### config.mk
export PLATFORM = sky130hd
export DESIGN_NAME = energy_pulse_shaper
export DESIGN_NICKNAME = d
export VERILOG_FILES = /design/src/rtl/epo_pkg.sv /design/src/rtl/epo_pacer.sv /design/src/rtl/epo_channel.sv /design/src/rtl/energy_pulse_shaper.sv
export SDC_FILE = /design/constraint.sdc
export NUM_CORES = 1
export LEC_CHECK = 0
export BUFFER_PORTS_ARGS = -buffer_cell sky130_fd_sc_hd__buf_2
export CAP_MARGIN = 0
export CORE_MARGIN = 3
export CORE_UTILIZATION = 63
export DETAILED_ROUTE_END_ITERATION = 10
export PLACE_DENSITY = 0.81
export SETUP_SLACK_MARGIN = 0.1
export SYNTH_ARGS = -nofsm -noshare
export SYNTH_HDL_FRONTEND = slang
export SYNTH_SLANG_ARGS = --single-unit
### constraint.sdc
create_clock -name clk -period 4.4 [get_ports clk]
set_input_delay 0.88 -clock clk [delete_from_list [all_inputs] [get_ports clk]]
set_output_delay 0.88 -clock clk [all_outputs]
set_load 0.01 [all_outputs]
### src/rtl/epo_pkg.sv
package epo_pkg;
    localparam int NUM_CH = 2;
    typedef enum logic [0:0] {
        CH_REAL  = 1'b0,
        CH_REACT = 1'b1
    } chan_e;
endpackage

### src/rtl/epo_pacer.sv
module epo_pacer #(
    parameter int IVL_W = 8
) (
    input  logic             clk,
    input  logic             rst_n,
    input  logic             sample_tick,
    input  logic [IVL_W-1:0] cfg_interval,
    output logic             paced,
    output logic             unit_tick
);
    typedef struct packed {
        logic [IVL_W-1:0] cnt;
    } pacer_t;

    pacer_t s_d, s_q;
    logic   wrap;

    always_comb begin
        s_d       = s_q;
        paced     = (cfg_interval != '0);
        wrap      = (s_q.cnt >= cfg_interval - 1'b1);
        unit_tick = paced ? (sample_tick && wrap) : sample_tick;
        if (!paced) begin
            s_d.cnt = '0;
        end else if (sample_tick) begin
            s_d.cnt = wrap ? '0 : s_q.cnt + 1'b1;
        end
    end

    always_ff @(posedge clk or negedge rst_n) begin
        if (!rst_n) s_q <= '0;
        else        s_q <= s_d;
    end
endmodule

### src/rtl/epo_channel.sv
module epo_channel #(
    parameter int MAXW_W = 8,
    parameter int DEPTH  = 4,
    parameter int GAP_W  = 16,
    localparam int PW    = $clog2(DEPTH + 1)
) (
    input  logic              clk,
    input  logic              rst_n,
    input  logic              sample_tick,
    input  logic              unit_tick,
    input  logic              paced,
    input  logic [MAXW_W-1:0] cfg_maxw,
    input  logic              req,
    output logic              active,
    output logic              ovf,
    output logic [PW-1:0]     pend
);
    typedef struct packed {
        logic             act;
        logic             ovf;
        logic [PW-1:0]    pend;
        logic [GAP_W-1:0] run;
        logic [GAP_W-1:0] tgt;
        logic [GAP_W-1:0] gap;
    } chan_t;

    chan_t            s_d, s_q;
    logic             uncapped, step, ending, start, full, drop;
    logic [GAP_W-1:0] limit, half, run_nx;

    always_comb begin
        s_d      = s_q;
        uncapped = (cfg_maxw == '1);
        step     = uncapped ? sample_tick : unit_tick;
        limit    = uncapped ? s_q.tgt
                            : {{(GAP_W-MAXW_W-1){1'b0}}, cfg_maxw, 1'b1};
        run_nx   = s_q.run + 1'b1;
        ending   = s_q.act && step && (run_nx >= limit);
        full     = (s_q.pend == PW'(DEPTH));
        half     = s_q.gap >> 1;

        if (paced) start = unit_tick && (s_q.pend != '0) && !s_q.act;
        else       start = req && !s_q.act;

        if (paced) drop = req && full && !start;
        else       drop = req && s_q.act;

        if (sample_tick && (s_q.gap != '1)) s_d.gap = s_q.gap + 1'b1;

        if (s_q.act && step) begin
            s_d.run = run_nx;
            if (ending) s_d.act = 1'b0;
        end

        if (start) begin
            s_d.act = 1'b1;
            s_d.run = '0;
            s_d.gap = '0;
            s_d.tgt = (half == '0) ? GAP_W'(1) : half;
        end

        if (!paced) begin
            s_d.pend = '0;
        end else begin
            s_d.pend = s_q.pend + PW'(req && !drop) - PW'(start);
        end

        if (drop) s_d.ovf = 1'b1;

        active = s_q.act;
        ovf    = s_q.ovf;
        pend   = s_q.pend;
    end

    always_ff @(posedge clk or negedge rst_n) begin
        if (!rst_n) s_q <= '0;
        else        s_q <= s_d;
    end
endmodule

### src/rtl/energy_pulse_shaper.sv
module energy_pulse_shaper #(
    parameter int MAXW_W = 8,
    parameter int IVL_W  = 8,
    parameter int DEPTH  = 4,
    parameter int GAP_W  = 16,
    localparam int PW    = $clog2(DEPTH + 1)
) (
    input  logic              clk,
    input  logic              rst_n,
    input  logic              sample_tick,
    input  logic              req_real,
    input  logic              req_react,
    input  logic [MAXW_W-1:0] cfg_maxw,
    input  logic [IVL_W-1:0]  cfg_interval,
    input  logic              cfg_invert,
    output logic              pulse_real,
    output logic              pulse_react,
    output logic              ovf_real,
    output logic              ovf_react
);
    import epo_pkg::*;

    logic                paced, unit_tick;
    logic [NUM_CH-1:0]   req_v, act_v, ovf_v;
    logic [PW-1:0]       pend_w [NUM_CH];

    assign req_v[CH_REAL]  = req_real;
    assign req_v[CH_REACT] = req_react;

    epo_pacer #(.IVL_W(IVL_W)) u_pacer (
        .clk          (clk),
        .rst_n        (rst_n),
        .sample_tick  (sample_tick),
        .cfg_interval (cfg_interval),
        .paced        (paced),
        .unit_tick    (unit_tick)
    );

    for (genvar c = 0; c < NUM_CH; c++) begin : g_ch
        epo_channel #(
            .MAXW_W (MAXW_W),
            .DEPTH  (DEPTH),
            .GAP_W  (GAP_W)
        ) u_ch (
            .clk         (clk),
            .rst_n       (rst_n),
            .sample_tick (sample_tick),
            .unit_tick   (unit_tick),
            .paced       (paced),
            .cfg_maxw    (cfg_maxw),
            .req         (req_v[c]),
            .active      (act_v[c]),
            .ovf         (ovf_v[c]),
            .pend        (pend_w[c])
        );
    end

    assign pulse_real  = act_v[CH_REAL]  ^ ~cfg_invert;
    assign pulse_react = act_v[CH_REACT] ^ ~cfg_invert;
    assign ovf_real    = ovf_v[CH_REAL];
    assign ovf_react   = ovf_v[CH_REACT];
endmodule

-- Word level (Yosys, flattened, before mapping)
Index checks and enable logic that the tools add are counted.
- register bits after elaboration: 114
- bits of input ports: 22
- output and inout bits: 4
- logic and storage cells: 102
- add/sub/neg operators: 10
- order comparisons: 3
- equality and inequality tests: 6
- mux-type cells: 27
- bitwise operators: 3
- reductions and logical operators: 40
- operator list (cell ; count):
    2-to-1 mux 16 bit ; 6
    2-to-1 mux 48 bit ; 2
    adder 16 x 1 -> 16 bit (second input constant) ; 4
    greater-or-equal comparator 16 bit ; 2
    logical NOT 16 bit ; 2
    != test 16 bit (second input constant) ; 2
    2-to-1 mux 15 bit ; 2
    2-to-1 mux 8 bit ; 3
    logical AND 1 bit ; 21
    2-to-1 mux 1 bit ; 12
    nonzero test 2 bit ; 6
    adder 8 x 1 -> 8 bit (second input constant) ; 1
    equality test 8 bit (second input constant) ; 1
    greater-or-equal comparator 8 bit ; 1
    nonzero test 8 bit ; 1
    subtractor 8 x 1 -> 8 bit (second input constant) ; 1
    adder 3 x 1 -> 3 bit ; 2
    equality test 3 bit (second input constant) ; 2
    logical NOT 1 bit ; 6
    2-to-1 mux 3 bit ; 2
    nonzero test 3 bit ; 2
    subtractor 3 x 1 -> 3 bit ; 2
    AND reduction 2 bit ; 2
    != test 2 bit (second input constant) ; 1
    2 further kinds ; 3

-- Longest topological paths before layout
- depth in word-level cells: 15
- gate-level depth with buffers: 20
- mapped depth without buffers: 18

-- Hierarchy
From an unflattened synthesis, not the netlist that was laid out.
- cells, all modules: 794
- area, all modules: 7250.7 µm²
- by module, submodules not included (module ; times used ; cells each ; area an instance (µm²) ; seq. area each (µm²)):
    epo_channel (g_ch[0].u_ch) ; 1 ; 344 ; 3219.3 ; 1301.2
    epo_channel (g_ch[1].u_ch) ; 1 ; 359 ; 3216.8 ; 1301.2
    epo_pacer ; 1 ; 89 ; 797.0 ; 200.2
    energy_pulse_shaper ; 1 ; 2 ; 17.5 ; 0.0

-- Least setup slack after synthesis
OpenSTA, ideal clock, no wires.
- path type: input -> register
- from: in cfg_interval[5]
- to: reg g_ch[0].u_ch.s_q (netlist bit g_ch[0].u_ch.pend[2])
- setup time: 0.132 ns
- arrival: 4.548 ns
- data required time: 4.268 ns
- slack: -0.280 ns
- cell stages on the path: 18
- path buffers: 2
- path through: or4_4 > nor4_1 > xnor2_1 > ha_1 > a21oi_1 > o21ai_0 > a21oi_1 > o21ai_1 > buf_2 > buf_2 > ha_1 > inv_1 > ha_1 > inv_1 > fa_1 > xor2_1 > xnor2_1 > nor2_1
- RTL lines (element ; line ; text):
    start, declared ; energy_pulse_shaper.sv:14 ; input logic [IVL_W-1:0] cfg_interval,
    end signal, assigned ; epo_channel.sv:76 ; if (!rst_n) s_q <= '0;
    end signal, assigned ; epo_channel.sv:77 ; else s_q <= s_d;
    end, declared ; epo_channel.sv:27 ; chan_t s_d, s_q;

==> results.py <==
metrics = {
    "run_status": {
        "status": "finished clean",
    },
    "floorplan": {
        "die_w_um": 111,
        "rows": 37,
        "core-area_um2": 10600,
        "die_h_um": 111,
        "die-area_um2": 12400,
        "start_util_pct": 66.2,
        "boundaryPins": 26,
    },
    "synth": {
        "syn_inst": 725,
        "synth_largest_area_cell": "dfrtp_1",
        "ys_async_sr_fraction_pct": 100,
        "synth.most_common_cell": "dfrtp_1",
        "ys.flop_type": "dfrtp_1",
        "ys_seq_area_share_pct": 40.1,
        "synth_cell_types": 59,
        "synth_edf_count": 0,
        "synthTopCellsByCount": "dfrtp_1, nor2_1, nand2_1",
        "synth_area_um2": 6990,
        "ys_warn_count": 0,
        "avgSynthCellArea_um2": 9.64,
        "synth_seq_cells": 112,
        "synth.top_cell.area_share_pct": 40.1,
        "ys_top_cells_by_area": "dfrtp_1, ha_1, xnor2_1, xor2_1, nor2_1",
        "syn_nets": 798,
    },
    "critical_path": {
        "critPathArrivalTime_ns": 4.12,
        "r2r-end": "g_ch[1].u_ch.active$_DFFE_PN0P_",
        "cp.required_ns": 4.66,
        "timing.rr.start": "g_ch[1].u_ch.s_q[32]$_DFFE_PN0P_",
        "cp_max_fo": 3,
        "crit_type": "input port to flip-flop",
        "start_kind": "input port",
        "rrSetupSlack_ns": 1.18,
        "endpoint_kind": "flip-flop",
        "worstRegToRegCells": 12,
    },
    "layout": {
        "seq_area_um2": 2800,
        "utilization_pct": 71.1,
        "fill_cells": 802,
        "instances_no_fill": 887,
        "antennaDiodeCount": 0,
        "fin_area_um2": 7500,
        "area_delta_synth_final_pct": 7.36,
        "layout-drive-gt1-share_pct": 9.99,
        "final_nets": 819,
        "multi_input_area_um2": 4060,
    },
    "timing": {
        "worstMarginPinSlew_ns": 1.00,
        "rsz0062_at_grt": "false",
        "worst_slack_ns": 0.538,
        "hold_viol": 0,
        "holdWs_ns": 0.467,
        "tns_ns": 0,
        "fin_crit_ns": 3.86,
        "fmax_mhz": 259,
        "slew_headroom_pct": 32.4,
        "maxSlewViolCount": 0,
        "skew_ns": 0.00968,
        "setup_viol": 0,
        "fin_crit_sh_pct": 87.8,
    },
    "route": {
        "routed_wl_mm": 15.3,
        "dr.pass1.iters": 5,
        "routed_via_density": 6.21,
        "drc": 0,
        "wl_per_cell_um": 17.2,
        "dr_total_vias": 5506,
        "first_iter_violations": 365,
        "ant_nets": 0,
    },
    "global_route": {
        "grt_pass1_vias": 5661,
        "globalRouteTotalUtil_pct": 25.6,
        "grt_pass1_wl_mm": 26.4,
        "grt.overflow.total": 0,
        "antenna_found_initial": 0,
        "grt_max_degree": 52,
    },
    "worst_hold_path": {
        "worstHoldStart": "g_ch[1].u_ch.ovf$_DFFE_PN0P_",
        "hp-class": "flip-flop to flip-flop",
        "hold_path_depth": 1,
        "min_to": "g_ch[1].u_ch.ovf$_DFFE_PN0P_",
    },
    "pwr": {
        "power_mw": 2.90,
        "power_density_nw_per_um2": 387,
        "leakagePower_nw": 3.41,
        "peakVddDrop_uv": 178,
    },
    "placed_design": {
        "hpwlAfterDp_mm": 11.1,
        "portBuffers": 25,
        "placed_cell_area_um2": 7310,
        "dp_slack_ns": 0.127,
        "placed_cells_incl_taps": 871,
        "place.gp.congestion": 0.872,
    },
    "cts": {
        "clk_pin_slew_ns": 0.10,
        "cts_buffers": 9,
        "cts-resized-gates": 0,
        "htreeDepth": 3,
        "cts_tree": "done",
        "clock-sinks": 112,
        "hold_buffers": 0,
        "worst_skew_pair.late_latency_ns": 0.39,
        "cts-root-buf": "clkbuf_8",
        "clock_path_buffers": 2,
        "cts_setup_buffers": 0,
    },
    "run": {
        "drv_cap": 0,
    },
}
layout make-up:
class	count	area share [%]
multi-input combinational	570	54.1
sequential	112	37.4
timing repair buffer	37	2.90
tap	136	2.27
clock buffer	12	2.07
inverter	16	0.801
clock inverter	4	0.467
logic make-up after synthesis:
group | Yosys count | synth area share [%]
multiplexers | 49 | 7.54
AO/OA/AOI/OAI | 101 | 9.37
buffers and inverters | 43 | 2.67
flip-flops | 112 | 40.1
AND/OR/NAND/NOR | 276 | 19.3
XOR/XNOR | 93 | 11.7
adder cells (fa/ha/maj) | 51 | 9.35
layout by cell type, fill, tap and decap left out, types with 4 or more instances in the layout:
cell	n
nand2_1	61
nand3_1	25
o211ai_1	5
nand4_1	18
and2_1	5
nor4_1	11
a211oi_1	8
mux2i_1	20
buf_2	24
ha_1	49
xor2_1	44
inv_1	16
o21ai_0	20
and3_1	11
nor2_1	87
a21o_1	4
or3_1	7
nor2b_1	8
mux2_2	8
buf_4	13
dfrtp_1	112
clkbuf_8	11
nor3_1	17
o2111ai_1	4
a21oi_1	33
mux2_1	21
xnor2_1	49
power breakdown:
part           switching [mW]  internal (mW)  total [mW]
registers               0.228           1.21        1.44
logic                   0.473          0.383       0.856
clock network           0.359          0.244       0.602
how the worst max path moves through the flow:
| stage | startpoint | to | depth (start not counted) |
|---|---|---|---|
| 6_report | cfg_interval[5] | g_ch[0].u_ch.pend[2]$_DFF_PN0_ | 17 |
| 5_1_grt | cfg_interval[5] | g_ch[0].u_ch.pend[2]$_DFF_PN0_ | 17 |
| 4_1_cts | cfg_interval[5] | g_ch[0].u_ch.pend[2]$_DFF_PN0_ | 17 |
| 3_5_place_dp | cfg_interval[5] | g_ch[0].u_ch.pend[2]$_DFF_PN0_ | 17 |
| 3_3_place_gp | cfg_interval[5] | g_ch[0].u_ch.pend[2]$_DFF_PN0_ | 17 |
| 2_1_floorplan | cfg_interval[5] | g_ch[0].u_ch.pend[2]$_DFF_PN0_ | 18 |
state kept, by name (all words and copies together) (netlist names):
| name | flops |
|---|---|
| g_ch.u_ch.s_q | 64 |
| u_pacer.s_q | 8 |
| g_ch.u_ch.pend | 6 |
| g_ch.u_ch.ovf | 2 |
| g_ch.u_ch.active | 2 |
| g_ch.u_ch.half | 30 |
routing by layer:
metal | share of wire (%) | track usage (%) | up-vias
met3 | 3.2 | 3.33 | 29
met2 | 52 | 44.8 | 118
li1 | - | - | 2607
met5 | 0 | 0 | -
met4 | 2.2 | 9.49 | 0
met1 | 43 | 32.6 | 2752
worst max-delay path: stages:
cell and delay [ns]:
buf_2 0.11, or4_4 0.58, nor4_4 0.17, xnor2_1 0.11, ha_1 0.31, nand2_1 0.10
o21ai_1 0.29, a21o_1 0.15, a21o_1 0.15, nor2b_1 0.20, o21a_1 0.13, ha_1 0.13
inv_1 0.05, fa_1 0.38, xor2_1 0.18, xnor2_1 0.13, nor2_1 0.06
(Power assumes the default switching activity.)
